<file path="src/rtl/wiper_pkg.sv">
package wiper_pkg;
  typedef struct packed {
    logic recall;
    logic xfer;
    logic write;
    logic up;
    logic down;
  } wiperStrobe_t;
endpackage

</file>
<file path="src/rtl/wiper_ctrl.sv">
module wiper_ctrl
  import wiper_pkg::*;
#(
  parameter int SETTLE = 8
) (
  input  logic         clk,
  input  logic         rstN,
  input  logic         recallReq,
  input  logic         xferReq,
  input  logic         wrReq,
  input  logic         stepReq,
  input  logic         stepUp,
  input  logic         posWillChange,
  output wiperStrobe_t strobe,
  output logic         wiperValid
);
  localparam int CNT_W = $clog2(SETTLE + 1);

  logic             bootPending;
  logic [CNT_W-1:0] settleCnt;

  // Fixed priority: recall, transfer, write, step.
  always_comb begin
    strobe        = '0;
    strobe.recall = bootPending | recallReq;
    strobe.xfer   = !strobe.recall & xferReq;
    strobe.write  = !strobe.recall & !xferReq & wrReq;
    strobe.up     = !strobe.recall & !xferReq & !wrReq & stepReq & stepUp;
    strobe.down   = !strobe.recall & !xferReq & !wrReq & stepReq & !stepUp;
  end

  always_ff @(posedge clk) begin
    if (!rstN) begin
      bootPending <= 1'b1;
      settleCnt   <= CNT_W'(SETTLE);
    end else begin
      bootPending <= 1'b0;
      if (strobe.recall || posWillChange)
        settleCnt <= CNT_W'(SETTLE);
      else if (settleCnt != '0)
        settleCnt <= settleCnt - 1'b1;
    end
  end

  assign wiperValid = rstN && (settleCnt == '0);

  // at most one update strobe per cycle
  p_single_strobe_r8: assert property (@(posedge clk) disable iff (!rstN)
    $onehot0(strobe));

  // a recall request always wins
  p_recall_wins_r8: assert property (@(posedge clk) disable iff (!rstN)
    recallReq |-> (strobe.recall && !strobe.xfer && !strobe.write));

  // valid drops after a recall
  p_recall_restart_r11: assert property (@(posedge clk) disable iff (!rstN)
    strobe.recall |=> !wiperValid);
endmodule

</file>
<file path="src/rtl/wiper_datapath.sv">
module wiper_datapath
  import wiper_pkg::*;
#(
  parameter int POS_W  = 8,
  parameter int NUM_DR = 4,
  localparam int SEL_W = $clog2(NUM_DR),
  localparam int TAPS  = 1 << POS_W
) (
  input  logic                    clk,
  input  logic                    rstN,
  input  wiperStrobe_t            strobe,
  input  logic [NUM_DR*POS_W-1:0] bank0Regs,
  input  logic [SEL_W-1:0]        xferSel,
  input  logic [POS_W-1:0]        wrData,
  output logic [POS_W-1:0]        pos,
  output logic                    posWillChange,
  output logic [TAPS-1:0]         tapSel
);
  localparam logic [POS_W-1:0] POS_MAX = '1;

  logic [POS_W-1:0] drArr [NUM_DR];
  logic [POS_W-1:0] posNext;

  for (genvar d = 0; d < NUM_DR; d++) begin : g_dr
    assign drArr[d] = bank0Regs[d*POS_W +: POS_W];
  end

  always_comb begin
    posNext = pos;
    if (strobe.recall)
      posNext = drArr[0];
    else if (strobe.xfer)
      posNext = drArr[xferSel];
    else if (strobe.write)
      posNext = wrData;
    else if (strobe.up && pos != POS_MAX)
      posNext = pos + 1'b1;
    else if (strobe.down && pos != '0)
      posNext = pos - 1'b1;
  end

  assign posWillChange = (posNext != pos);

  always_ff @(posedge clk) begin
    if (!rstN) pos <= '0;
    else       pos <= posNext;
  end

  // One switch enable per tap; code 0 is the low terminal.
  for (genvar t = 0; t < TAPS; t++) begin : g_tap
    assign tapSel[t] = (pos == POS_W'(t));
  end

  // stepping up at the top holds
  p_hold_top_r7: assert property (@(posedge clk) disable iff (!rstN)
    (strobe.up && pos == POS_MAX) |=> pos == POS_MAX);

  // stepping down at the bottom holds
  p_hold_bottom_r7: assert property (@(posedge clk) disable iff (!rstN)
    (strobe.down && pos == '0) |=> pos == '0);

  // a write lands the host value
  p_write_load_r5: assert property (@(posedge clk) disable iff (!rstN)
    strobe.write |=> pos == $past(wrData));

  // exactly one tap switch on
  p_onehot_tap_r9: assert property (@(posedge clk) disable iff (!rstN)
    $onehot(tapSel));
endmodule

</file>
<file path="src/rtl/wiper_counter.sv">
module wiper_counter
  import wiper_pkg::*;
#(
  parameter int POS_W  = 8,
  parameter int NUM_DR = 4,
  parameter int SETTLE = 8,
  localparam int SEL_W = $clog2(NUM_DR),
  localparam int TAPS  = 1 << POS_W
) (
  input  logic                    clk,
  input  logic                    rstN,
  input  logic [NUM_DR*POS_W-1:0] bank0Regs,
  input  logic                    recallReq,
  input  logic                    xferReq,
  input  logic [SEL_W-1:0]        xferSel,
  input  logic                    wrReq,
  input  logic [POS_W-1:0]        wrData,
  input  logic                    stepReq,
  input  logic                    stepUp,
  output logic [POS_W-1:0]        wiperPos,
  output logic [TAPS-1:0]         tapSel,
  output logic                    wiperValid
);
  wiperStrobe_t strobe;
  logic         posWillChange;

  wiper_ctrl #(.SETTLE(SETTLE)) u_ctrl (
    .clk          (clk),
    .rstN         (rstN),
    .recallReq    (recallReq),
    .xferReq      (xferReq),
    .wrReq        (wrReq),
    .stepReq      (stepReq),
    .stepUp       (stepUp),
    .posWillChange(posWillChange),
    .strobe       (strobe),
    .wiperValid   (wiperValid)
  );

  wiper_datapath #(.POS_W(POS_W), .NUM_DR(NUM_DR)) u_dp (
    .clk          (clk),
    .rstN         (rstN),
    .strobe       (strobe),
    .bank0Regs    (bank0Regs),
    .xferSel      (xferSel),
    .wrData       (wrData),
    .pos          (wiperPos),
    .posWillChange(posWillChange),
    .tapSel       (tapSel)
  );

  // any position change is followed by an unsettled flag
  p_change_unsettles_r10: assert property (@(posedge clk) disable iff (!rstN)
    (wiperPos != $past(wiperPos)) |-> !wiperValid);
endmodule

</file>
<file path="config.mk">
export PLATFORM = sky130hd
export DESIGN_NAME = wiper_counter
export DESIGN_NICKNAME = d
export VERILOG_FILES = /design/src/rtl/wiper_pkg.sv /design/src/rtl/wiper_ctrl.sv /design/src/rtl/wiper_datapath.sv /design/src/rtl/wiper_counter.sv
export SDC_FILE = /design/constraint.sdc
export NUM_CORES = 1
export LEC_CHECK = 0
export CORE_AREA = 2 2 121 123
export DETAILED_ROUTE_END_ITERATION = 8
export DIE_AREA = 0 0 123 125
export DONT_BUFFER_PORTS = 1
export GPL_TIMING_DRIVEN = 0
export PLACE_DENSITY = 0.34
export SYNTH_ARGS = -nofsm -noshare
export SYNTH_HDL_FRONTEND = slang
export SYNTH_SLANG_ARGS = --single-unit
</file>
<file path="constraint.sdc">
create_clock -name clk -period 3.41 [get_ports clk]
set_input_delay 0.1705 -clock clk [delete_from_list [all_inputs] [get_ports clk]]
set_output_delay 0.1705 -clock clk [all_outputs]
set_load 0.05 [all_outputs]
</file>
==> results of run 1 <==
through the flow:
step	setup slack [ns]	utilization (%)	hold slack (ns)	TNS [ns]	power (mW)
after global placement	-0.464	22.6	0.325	-0.929	0.578
after floorplan	0.304	-	0.306	0	0.478
final	-0.104	29.8	0.0766	-1.13	0.893
after detailed placement	-0.486	22.6	0.334	-1.28	0.581
after CTS	-0.278	24.9	0.0755	-7.70	0.837
after global routing	-0.274	29.8	0.0731	-4.50	0.939
state kept, by name, summed over array words and instances, names as in the netlist:
signal,count
u_ctrl.settleCnt,4
u_dp.pos,8
u_ctrl.bootPending,1
cell type report:
type	instances	share of cell area [%]
timing repair buffer	2	0.355
inverter	10	0.975
clock inverter	1	0.118
buffer	53	5.70
tap	184	5.44
clock buffer	3	1.77
sequential	13	6.26
multi-input combinational	475	79.4
synthesized netlist by cell type (all sizes together) (3+ instances only):
cell,n,area [sq um]
o22ai,5,31.3
and3,3,18.8
xor2,3,26.3
mux4,6,135
mux2i,7,70.1
or4,4,33.8
o21ai,14,70.1
and2,4,25.0
a211o,4,35.0
nor2,266,998
nand2,42,158
a21oi,14,70.1
nor3,13,65.1
inv,10,37.5
nor4,4,31.3
xnor2,5,43.8
dfxtp,13,260
clkbuf,43,161
buf,10,58.8
nand2b,9,56.3
o2111ai,4,35.0
nand3,12,60.1
a2111oi,3,38.8
nor2b,7,43.8
nand4,4,25.0
ha,6,75.1
repair_timing:
action	4_1_cts	5_1_grt
pin swaps	0	5
setup buffers	0	2
endpoints found under the setup margin	138	212
gates resized for setup	91	227
power breakdown:
part / internal, mW / switching [mW] / total [mW] / leakage (nW)
clock network: 0.157 / 0.0803 / 0.237 / 0.0409
logic: 0.105 / 0.349 / 0.455 / 0.814
registers: 0.161 / 0.0402 / 0.202 / 0.108
total: 0.423 / 0.470 / 0.893 / 0.964
cell families (layout without fill, tap and decap cells):
group | count (synthesis) | in the layout | synth area share, %
simple gates | 379 | 379 | 54.0
compound gates | 68 | 68 | 16.4
buf+inv | 63 | 69 | 8.66
mux | 14 | 14 | 7.27
flops | 13 | 13 | 8.74
xor+xnor | 8 | 8 | 2.35
fa+ha+maj | 6 | 6 | 2.52
worst max-delay path by stage:
stage	cells after the start	start	endpoint
after global routing	6	u_dp.pos[4]	tapSel[112]
after floorplan	9	u_dp.pos[1]	u_ctrl.settleCnt[3]
after global placement	9	u_dp.pos[1]	u_ctrl.settleCnt[3]
after detailed placement	9	u_dp.pos[1]	u_ctrl.settleCnt[3]
final	6	u_dp.pos[4]	tapSel[114]
after CTS	6	u_dp.pos[2]	tapSel[70]
placed cells by master, fill, tap and decap left out, types with 6 or more instances in the layout:
| master | synthesis | layout |
|---|---|---|
| nor2_2 | 0 | 98 |
| nor2_1 | 266 | 84 |
| nor2_4 | 0 | 84 |
| nand2_1 | 42 | 42 |
| clkbuf_1 | 43 | 32 |
| a21oi_1 | 14 | 14 |
| o21ai_0 | 14 | 14 |
| nand3_1 | 12 | 12 |
| buf_2 | 5 | 11 |
| nor3_1 | 13 | 11 |
| nand2b_1 | 9 | 9 |
| dfxtp_1 | 13 | 9 |
| inv_1 | 10 | 8 |
| nor2b_1 | 7 | 7 |
| mux2i_1 | 7 | 7 |
| clkbuf_2 | 0 | 6 |
| mux4_2 | 6 | 6 |
routing by layer:
layer  global-route usage [%]  wire length [um]  vias up
met4                     3.28               255        0
li1                         -                 -     1849
met1                     29.5              7800     2092
met5                        0                 0        -
met2                     35.7              8840      280
met3                     4.74              1730       17
==> results.md, run 1 <==
* Status: complete, but fails checks
* Failing checks: negative setup slack
* Reg-to-Reg End: u_ctrl.settleCnt[3]
* Minimum clock period at 3.51 ns
* FF-to-FF setup slack at 0.18 ns
* Port Buffers at 0
* Largest net degree at the start of global routing at 11
* Worst-Margin Slew at 1.16 ns
* Dpl cell area at 3210 sq um
* Initial core utilization at 21.0%
* Syn avg cell area at 5.40 sq um
* MaxCap Viol Count at 0
* Final nets at 613
* Min-Delay Endpoint: u_dp.pos[3]
* DRC Markers at 0
* Worst vdd rail ir drop at 0.129 mV
* WP data arrival at 3.34 ns
* DRT iter0 DRCs at 248
* Worst-skew pair later-pin latency at 0.25 ns
* Ys async rst share at 0%
* Worst Slack Setup Final at -0.104 ns
* H-tree depth at 1
* Clock-pin slew on the worst setup and hold paths at 0.05 ns
* Die ar. at 15400 sq um
* Worst Clk Skew at 0.00249 ns
* Crit-path most repeated cell: clkbuf_1
* Layout area overhead at 42.2%
* TritonCTS sink count at 13
* Final setup fails at 19
* Hold-fix buffers at CTS at 0
* Number of enable flip-flop cells after synthesis at 0
* Vias at 4238
* Num CTS Buffers at 3
* Area of the mapped netlist at 2980 sq um
* Final Cycle Share at 103%
* Layout cells sized above 1 at 41.5%
* Rel. slew slack at 22.4%
* Peak Freq at 285 MHz
* Antenna violations before repair at 0
* Wire length of the first global-routing pass at 24800 um
* Part of the Yosys area used for sequential elements at 8.74%
* Cells on worst reg2reg path at 9
* Area of the multi-input gates at 3360 sq um
* Site Rows at 44
* Max Slew Vio Count at 0
* Clock Path Buffers at 2
* Sequential Area at 265 sq um
* Root Driver: clkbuf_16
* WL final at 18600 um
* Total grt overflow at 0
* Core region area at 14200 sq um
* Family with the most delay on the worst path: simple AND/OR/NAND/NOR gates
* CTS tree: built
* Die Width at 123 um
* DRT antenna net count at 0
* WHS Path Cells at 1
* Die height at 125 um
* Antenna diodes at 0
* P per Cell Area at 211 nW/um^2
* Setup repair after global routing missed its margin: true
* Fin area at 4230 sq um
* # fillers at 1587
* Slowest CP cell: nor2_1
* Hold Crit Class: in2reg
* Total GRT Usage at 21.7%
* RePlAce Congestion at 0.865
* DR WL/cell at 25.1 um
* Synthesis warning total at 0
* Vias per cell at 5.72
* Syn nets at 606
* CP startpoint kind: flip-flop
* CP required at 3.24 ns
* CP Class: reg2out
* Top_reg_cell synth: dfxtp_1
* Library cells used by synthesis at 58
* Worst path cell trace: clkbuf_1, and2_1, clkbuf_1, nand2_1, clkbuf_1, nor2_1
* Final non-filler cell total at 741
* DP Cell Count at 735
* Number of global-route vias before repair at 3665
* Crit path max fanout at 10
* I/O pin total at 314
* Setup crit end kind: output port
* CP peak stage delay at 0.85 ns
* DPL Wire Length at 14600 um
* Hold Fails Final Rpt at 0
* Leak at 0.964 nW
* Worst hold start: rstN
* FF+latch count, synth at 13
* First-pass DRT Iterations at 5
* WP buf/inv at 3
* Synth Instances at 551
* R2r startpoint: u_dp.pos[1]
Note: power is estimated with default switching activity, not from simulation.
==> run 2, diff against run 1 <==
--- a/config.mk
+++ b/config.mk
@@ -5,12 +5,13 @@
 export SDC_FILE = /design/constraint.sdc
 export NUM_CORES = 1
 export LEC_CHECK = 0
-export CORE_AREA = 2 2 121 123
+export ABC_AREA = 1
+export CORE_AREA = 2 2 123 125
 export DETAILED_ROUTE_END_ITERATION = 8
-export DIE_AREA = 0 0 123 125
+export DIE_AREA = 0 0 125 127
 export DONT_BUFFER_PORTS = 1
 export GPL_TIMING_DRIVEN = 0
-export PLACE_DENSITY = 0.34
+export PLACE_DENSITY = 0.33
 export SYNTH_ARGS = -nofsm -noshare
 export SYNTH_HDL_FRONTEND = slang
 export SYNTH_SLANG_ARGS = --single-unit
==> results.md, run 2 <==
* Rel. slew slack at 25.1% (was 22.4%)
* Vias at 4228 (was 4238)
* Worst Slack Setup Final at -0.00647 ns (was -0.104 ns)
* Leak at 1.18 nW (was 0.964 nW)
* Reg-to-Reg End: u_ctrl.settleCnt[3] (unchanged)
* Die Width at 125 um (was 123 um)
* Area of the multi-input gates at 2450 sq um (was 3360 sq um)
* FF+latch count, synth at 13 (unchanged)
* DRT iter0 DRCs at 383 (was 248)
* R2r startpoint: u_dp.pos[1] (unchanged)
* CTS tree: built (unchanged)
* TritonCTS sink count at 13 (unchanged)
* Syn avg cell area at 4.70 sq um (was 5.40 sq um)
* Core region area at 14400 sq um (was 14200 sq um)
* Antenna violations before repair at 0 (unchanged)
* Largest net degree at the start of global routing at 11 (unchanged)
* Worst Clk Skew at 0.00338 ns (was 0.00249 ns)
* DP Cell Count at 812 (was 735)
* Hold Crit Class: in2reg (unchanged)
* DRT antenna net count at 0 (unchanged)
* Root Driver: clkbuf_16 (unchanged)
* RePlAce Congestion at 0.845 (was 0.865)
* Fin area at 3360 sq um (was 4230 sq um)
* Final setup fails at 2 (was 19)
* Number of enable flip-flop cells after synthesis at 0 (unchanged)
* First-pass DRT Iterations at 5 (unchanged)
* Minimum clock period at 3.42 ns (was 3.51 ns)
* Psw at 401 uW (was 470 uW)
* Synth top area share at 36.0% (was 33.5%)
* Min-Delay Endpoint: u_ctrl.bootPending (was u_dp.pos[3])
* Area of the mapped netlist at 2950 sq um (was 2980 sq um)
* Ys async rst share at 0% (unchanged)
* WL final at 16400 um (was 18600 um)
* Die height at 127 um (was 125 um)
* FF-to-FF setup slack at 0.38 ns (was 0.18 ns)
* Syn nets at 683 (was 606)
* Synthesis warning total at 0 (unchanged)
* Max reg flops at 8 (unchanged)
* Status: complete, but fails checks (unchanged)
* Max Slew Vio Count at 0 (unchanged)
* Largest reg by FF count: u_dp.pos (unchanged)
* H-tree depth at 1 (unchanged)
* Worst-Margin Slew at 1.12 ns (was 1.16 ns)
* Clock share of power at 28.8% (was 26.6%)
* Final non-filler cell total at 816 (was 741)
* Layout area overhead at 13.7% (was 42.2%)
* MaxCap Viol Count at 0 (unchanged)
* Library cells used by synthesis at 29 (was 58)
* CP Class: reg2out (unchanged)
* DRC Markers at 0 (unchanged)
* P per Cell Area at 237 nW/um^2 (was 211 nW/um^2)
* Crit path max fanout at 10 (unchanged)
* Switching Fraction at 50.6% (was 52.6%)
* I/O pin total at 314 (unchanged)
* Dpl cell area at 3190 sq um (was 3210 sq um)
* Synth cell count leaders: nor2_1, nand2_1, nand3_1, clkbuf_1, a21oi_1 (was nor2_1, clkbuf_1, nand2_1, a21oi_1, o21ai_0)
* Sequential share of power at 25.1% (was 22.6%)
* Antenna diodes at 0 (unchanged)
* Top_reg_cell synth: dfxtp_1 (unchanged)
* Worst vdd rail ir drop at 0.118 mV (was 0.129 mV)
* Synth Instances at 628 (was 551)
* Cells on worst reg2reg path at 19 (was 9)
* Most common cell after layout, fill and taps aside: nor2_1 (was nor2_2)
* CP required at 3.24 ns (about the same)
* Setup repair after global routing missed its margin: true (unchanged)
* Final core utilization at 23.3% (was 29.8%)
* # fillers at 1757 (was 1587)
* Wire length of the first global-routing pass at 21800 um (was 24800 um)
* Failing checks: negative setup slack (unchanged)
* Clock Path Buffers at 2 (unchanged)
* Most frequent cells in the layout: nor2_1, nand2_1, nand3_1 (was nor2_2, nor2_1, nor2_4)
* DR WL/cell at 20.1 um (was 25.1 um)
* Hold Fails Final Rpt at 0 (unchanged)
* Regs by FF count: u_dp.pos x8, u_ctrl.settleCnt x4, u_ctrl.bootPending x1 (unchanged)
* Logic pwr share at 46.1% (was 50.9%)
* Worst-skew pair later-pin latency at 0.24 ns (was 0.25 ns)
* Initial core utilization at 20.5% (was 21.0%)
* Total GRT Usage at 17.7% (was 21.7%)
* Total grt overflow at 0 (unchanged)
* Synth area leaders: nor2_1, nand2_1, dfxtp_1, nand3_1, a21oi_1 (was nor2_1, dfxtp_1, clkbuf_1, nand2_1, mux4_2)
* Layout cells sized above 1 at 13.4% (was 41.5%)
* DPL Wire Length at 13500 um (was 14600 um)
* WHS Path Cells at 1 (unchanged)
* Die ar. at 15900 sq um (was 15400 sq um)
* Vias per cell at 5.18 (was 5.72)
* Worst hold start: rstN (unchanged)
* Port Buffers at 0 (unchanged)
* Sequential Area at 262 sq um (was 265 sq um)
* Peak Freq at 293 MHz (was 285 MHz)
* WP data arrival at 3.25 ns (was 3.34 ns)
* Num CTS Buffers at 3 (unchanged)
* CP startpoint kind: flip-flop (unchanged)
* Site Rows at 44 (unchanged)
* Int Pwr at 392 uW (was 423 uW)
* Part of the Yosys area used for sequential elements at 8.82% (was 8.74%)
* Setup crit end kind: output port (unchanged)
* Final Cycle Share at 100% (was 103%)
* Most frequent cell after synthesis: nor2_1 (unchanged)
* Clock-pin slew on the worst setup and hold paths at 0.05 ns (about the same)
* Number of global-route vias before repair at 3350 (was 3665)
* Power Total at 794 uW (was 893 uW)
* Area leader, netlist: nor2_1 (unchanged)
* Final nets at 688 (was 613)
run 2: logic make-up after synthesis:
logic type | share of synthesized area (%)
and+or+nand+nor | 68.6
AOI/OAI and AO/OA | 8.35
xor gates and xnor gates | 0.297
buffers and inverters | 11.4
adders and majority gates | 2.54
DFF | 8.82
run 2: critical path, stage by stage (launching register included):
cell and delay, ns:
dfxtp_1 0.64, buf_2 0.34, inv_1 0.21, nor2_1 0.34, nand2_1 0.29, clkbuf_1 0.36
nor2_1 0.81
run 2: per-stage QoR:
step	TNS [ns]	hold WS (ns)	setup WS, ns
after floorplan	0	0.281	0.821
after global placement	0	0.348	0.278
after detailed placement	0	0.346	0.230
after CTS	-0.270	0.0886	-0.0399
after global routing	-2.16	0.0907	-0.216
final	-0.00951	0.0847	-0.00647
run 2: layout make-up:
class,instances,area share [%]
plain buffers,44,5.63
flip-flops and latches,13,7.79
inverters,39,4.36
clock buffers,4,2.35
multi-input cells,532,73.0
well taps,184,6.86
run 2: routing by layer:
| layer | vias to the layer above | track usage, % | routed length (um) |
|---|---|---|---|
| met5 | - | 0 | 0 |
| met3 | 38 | 3.22 | 1330 |
| met1 | 1968 | 23.1 | 6750 |
| li1 | 1931 | - | - |
| met2 | 291 | 30.7 | 7930 |
| met4 | 0 | 3.66 | 350 |
run 2: power groups by stage:
stage	registers [mW]	logic, mW	clock network [mW]
2_1_floorplan	0.198	0.268	0
3_3_place_gp	0.202	0.356	0
3_5_place_dp	0.202	0.359	0
4_1_cts	0.199	0.360	0.238
5_1_grt	0.201	0.401	0.243
6_report	0.199	0.366	0.229
run 2: worst max path at each step:
| stage | depth (start not counted) | to | startpoint | slack, ns |
|---|---|---|---|---|
| after CTS | 6 | tapSel[70] | u_dp.pos[6] | -0.04 |
| after global placement | 6 | tapSel[64] | u_dp.pos[6] | 0.28 |
| final | 6 | tapSel[70] | u_dp.pos[6] | -0.006 |
| after global routing | 6 | tapSel[70] | u_dp.pos[6] | -0.22 |
| after detailed placement | 6 | tapSel[70] | u_dp.pos[6] | 0.23 |
| after floorplan | 5 | tapSel[127] | u_dp.pos[1] | 0.82 |
run 2: repair_timing:
item                       4_1_cts  5_1_grt
buffers inserted                 0        0
gates resized for setup          0       37
hold buffers                     0        0
setup endpoints to repair       10       45
==> run 3, diff against run 2 <==
--- a/config.mk
+++ b/config.mk
@@ -6,12 +6,12 @@
 export NUM_CORES = 1
 export LEC_CHECK = 0
 export ABC_AREA = 1
-export CORE_AREA = 2 2 123 125
+export CORE_AREA = 2 2 122 124
 export DETAILED_ROUTE_END_ITERATION = 8
-export DIE_AREA = 0 0 125 127
+export DIE_AREA = 0 0 124 126
 export DONT_BUFFER_PORTS = 1
 export GPL_TIMING_DRIVEN = 0
-export PLACE_DENSITY = 0.33
+export PLACE_DENSITY = 0.34
 export SYNTH_ARGS = -nofsm -noshare
 export SYNTH_HDL_FRONTEND = slang
 export SYNTH_SLANG_ARGS = --single-unit
==> results.md, run 3 (synthesized netlist as in run 2, its figures left out) <==
* P per Cell Area at 239 nW/um^2 (was 237 nW/um^2)
* WL final at 17200 um (was 16400 um)
* Root Driver: clkbuf_16 (unchanged)
* I/O pin total at 314 (unchanged)
* Die ar. at 15600 sq um (was 15900 sq um)
* CP required at 3.24 ns (about the same)
* Sequential share of power at 25.0% (was 25.1%)
* CP Class: reg2out (unchanged)
* Largest reg by FF count: u_dp.pos (unchanged)
* Clock Path Buffers at 2 (unchanged)
* Initial core utilization at 20.6% (was 20.5%)
* Max Slew Vio Count at 0 (unchanged)
* Layout cells sized above 1 at 12.3% (was 13.4%)
* Layout area overhead at 13.1% (was 13.7%)
* DRT iter0 DRCs at 315 (was 383)
* H-tree depth at 1 (unchanged)
* Hold-fix buffers at CTS at 0 (unchanged)
* Wire length of the first global-routing pass at 22500 um (was 21800 um)
* Antenna diodes at 0 (unchanged)
* Final Cycle Share at 99.6% (was 100%)
* Vias at 4312 (was 4228)
* Total GRT Usage at 19.4% (was 17.7%)
* Clock-pin slew on the worst setup and hold paths at 0.05 ns (about the same)
* RePlAce Congestion at 0.873 (was 0.845)
* Number of global-route vias before repair at 3415 (was 3350)
* Num CTS Buffers at 3 (unchanged)
* Logic pwr share at 45.9% (was 46.1%)
* Setup repair after global routing missed its margin: true (unchanged)
* Hold WS at 0.0861 ns (was 0.0847 ns)
* TritonCTS sink count at 13 (unchanged)
* CP startpoint kind: flip-flop (unchanged)
* Area of the multi-input gates at 2430 sq um (was 2450 sq um)
* Vias per cell at 5.28 (was 5.18)
* Power Total at 797 uW (was 794 uW)
* Port Buffers at 0 (unchanged)
* Crit path max fanout at 10 (unchanged)
* WP data arrival at 3.23 ns (was 3.25 ns)
* Worst Clk Skew at 0.00492 ns (was 0.00338 ns)
* # fillers at 1703 (was 1757)
* First-pass DRT Iterations at 5 (unchanged)
* Regs by FF count: u_dp.pos x8, u_ctrl.settleCnt x4, u_ctrl.bootPending x1 (unchanged)
* Hold Fails Final Rpt at 0 (unchanged)
* Largest net degree at the start of global routing at 11 (unchanged)
* Site Rows at 44 (unchanged)
* Worst-Margin Slew at 1.16 ns (was 1.12 ns)
* Final core utilization at 23.3% (about the same)
* Setup crit end kind: output port (unchanged)
* Final nets at 688 (unchanged)
* Most common cell after layout, fill and taps aside: nor2_1 (unchanged)
* Worst vdd rail ir drop at 0.121 mV (was 0.118 mV)
* Rel. slew slack at 22.4% (was 25.1%)
* CTS tree: built (unchanged)
* Peak Freq at 294 MHz (was 293 MHz)
* Int Pwr at 390 uW (was 392 uW)
* Worst-skew pair later-pin latency at 0.25 ns (was 0.24 ns)
* DPL Wire Length at 14100 um (was 13500 um)
* Max reg flops at 8 (unchanged)
* DRC Markers at 0 (unchanged)
* Psw at 407 uW (was 401 uW)
* Minimum clock period at 3.40 ns (was 3.42 ns)
* Hold Crit Class: in2reg (unchanged)
* Die Width at 124 um (was 125 um)
* Final setup fails at 0 (was 2)
* Clock share of power at 29.1% (was 28.8%)
* DR WL/cell at 21.1 um (was 20.1 um)
* Switching Fraction at 51.1% (was 50.6%)
* Core region area at 14300 sq um (was 14400 sq um)
* Leak at 1.18 nW (about the same)
* MaxCap Viol Count at 0 (unchanged)
* DRT antenna net count at 0 (unchanged)
* Sequential Area at 260 sq um (was 262 sq um)
* Total grt overflow at 0 (unchanged)
* Antenna violations before repair at 0 (unchanged)
* Most frequent cells in the layout: nor2_1, nand2_1, nand3_1 (unchanged)
* Status: finished clean (was complete, but fails checks)
* Die height at 126 um (was 127 um)
## run 3: cell count changes in the layout (fill, tap and decap cells not counted), sizes merged
cell    previous run  this run
clkbuf            38        37
clkinv             0         1
## run 3: final cells by class
class / count / area share [%]
tap: 184 / 6.90
buffer: 44 / 5.66
sequential: 13 / 7.80
multi-input combinational: 532 / 72.9
clock buffer: 3 / 2.25
inverter: 39 / 4.39
clock inverter: 1 / 0.150
## run 3: worst max-delay path: stages (launching register included)
cell and delay, ns:
dfxtp_1 0.88, inv_1 0.26, nor2_1 0.29, nand2_1 0.34, clkbuf_1 0.41, nor2_1 0.78
## run 3: final timing paths
path                       start                  end  slack (ns)  cells past startpoint
max reg2reg          u_dp.pos[0]  u_ctrl.settleCnt[3]        0.32                     19
min                         rstN   u_ctrl.bootPending        0.09                      1
max                  u_dp.pos[5]           tapSel[40]        0.01                      5
min reg2reg  u_ctrl.settleCnt[3]  u_ctrl.settleCnt[3]        0.53                      2
## run 3: power groups by stage
stage | clock network (mW) | logic, mW | registers, mW
6_report | 0.232 | 0.366 | 0.200
5_1_grt | 0.246 | 0.398 | 0.201
4_1_cts | 0.237 | 0.361 | 0.200
3_5_place_dp | 0 | 0.360 | 0.203
3_3_place_gp | 0 | 0.355 | 0.203
2_1_floorplan | 0 | 0.268 | 0.198
## run 3: through the flow
step | std cells | instance area, sq um | setup slack [ns] | TNS [ns]
2_1_floorplan | 628 | 2950 | 0.821 | 0
3_3_place_gp | 812 | 3180 | 0.232 | 0
3_5_place_dp | 812 | 3190 | 0.239 | 0
4_1_cts | 816 | 3270 | 0.0475 | 0
5_1_grt | 816 | 3340 | -0.135 | -3.70
6_report | 816 | 3340 | 0.0141 | 0
## run 3: timing repair
item / in CTS / in global routing
setup endpoints to repair: 1 / 59
setup buffers: 0 / 0
gates resized for setup: 1 / 28
## run 3: per-layer routing
layer,GRT usage (%),routed length (um),up-vias
met5,0,0,-
met4,0.793,80,0
met2,31.8,8020,291
li1,-,-,1940
met3,4.44,1460,15
met1,27.4,7690,2066
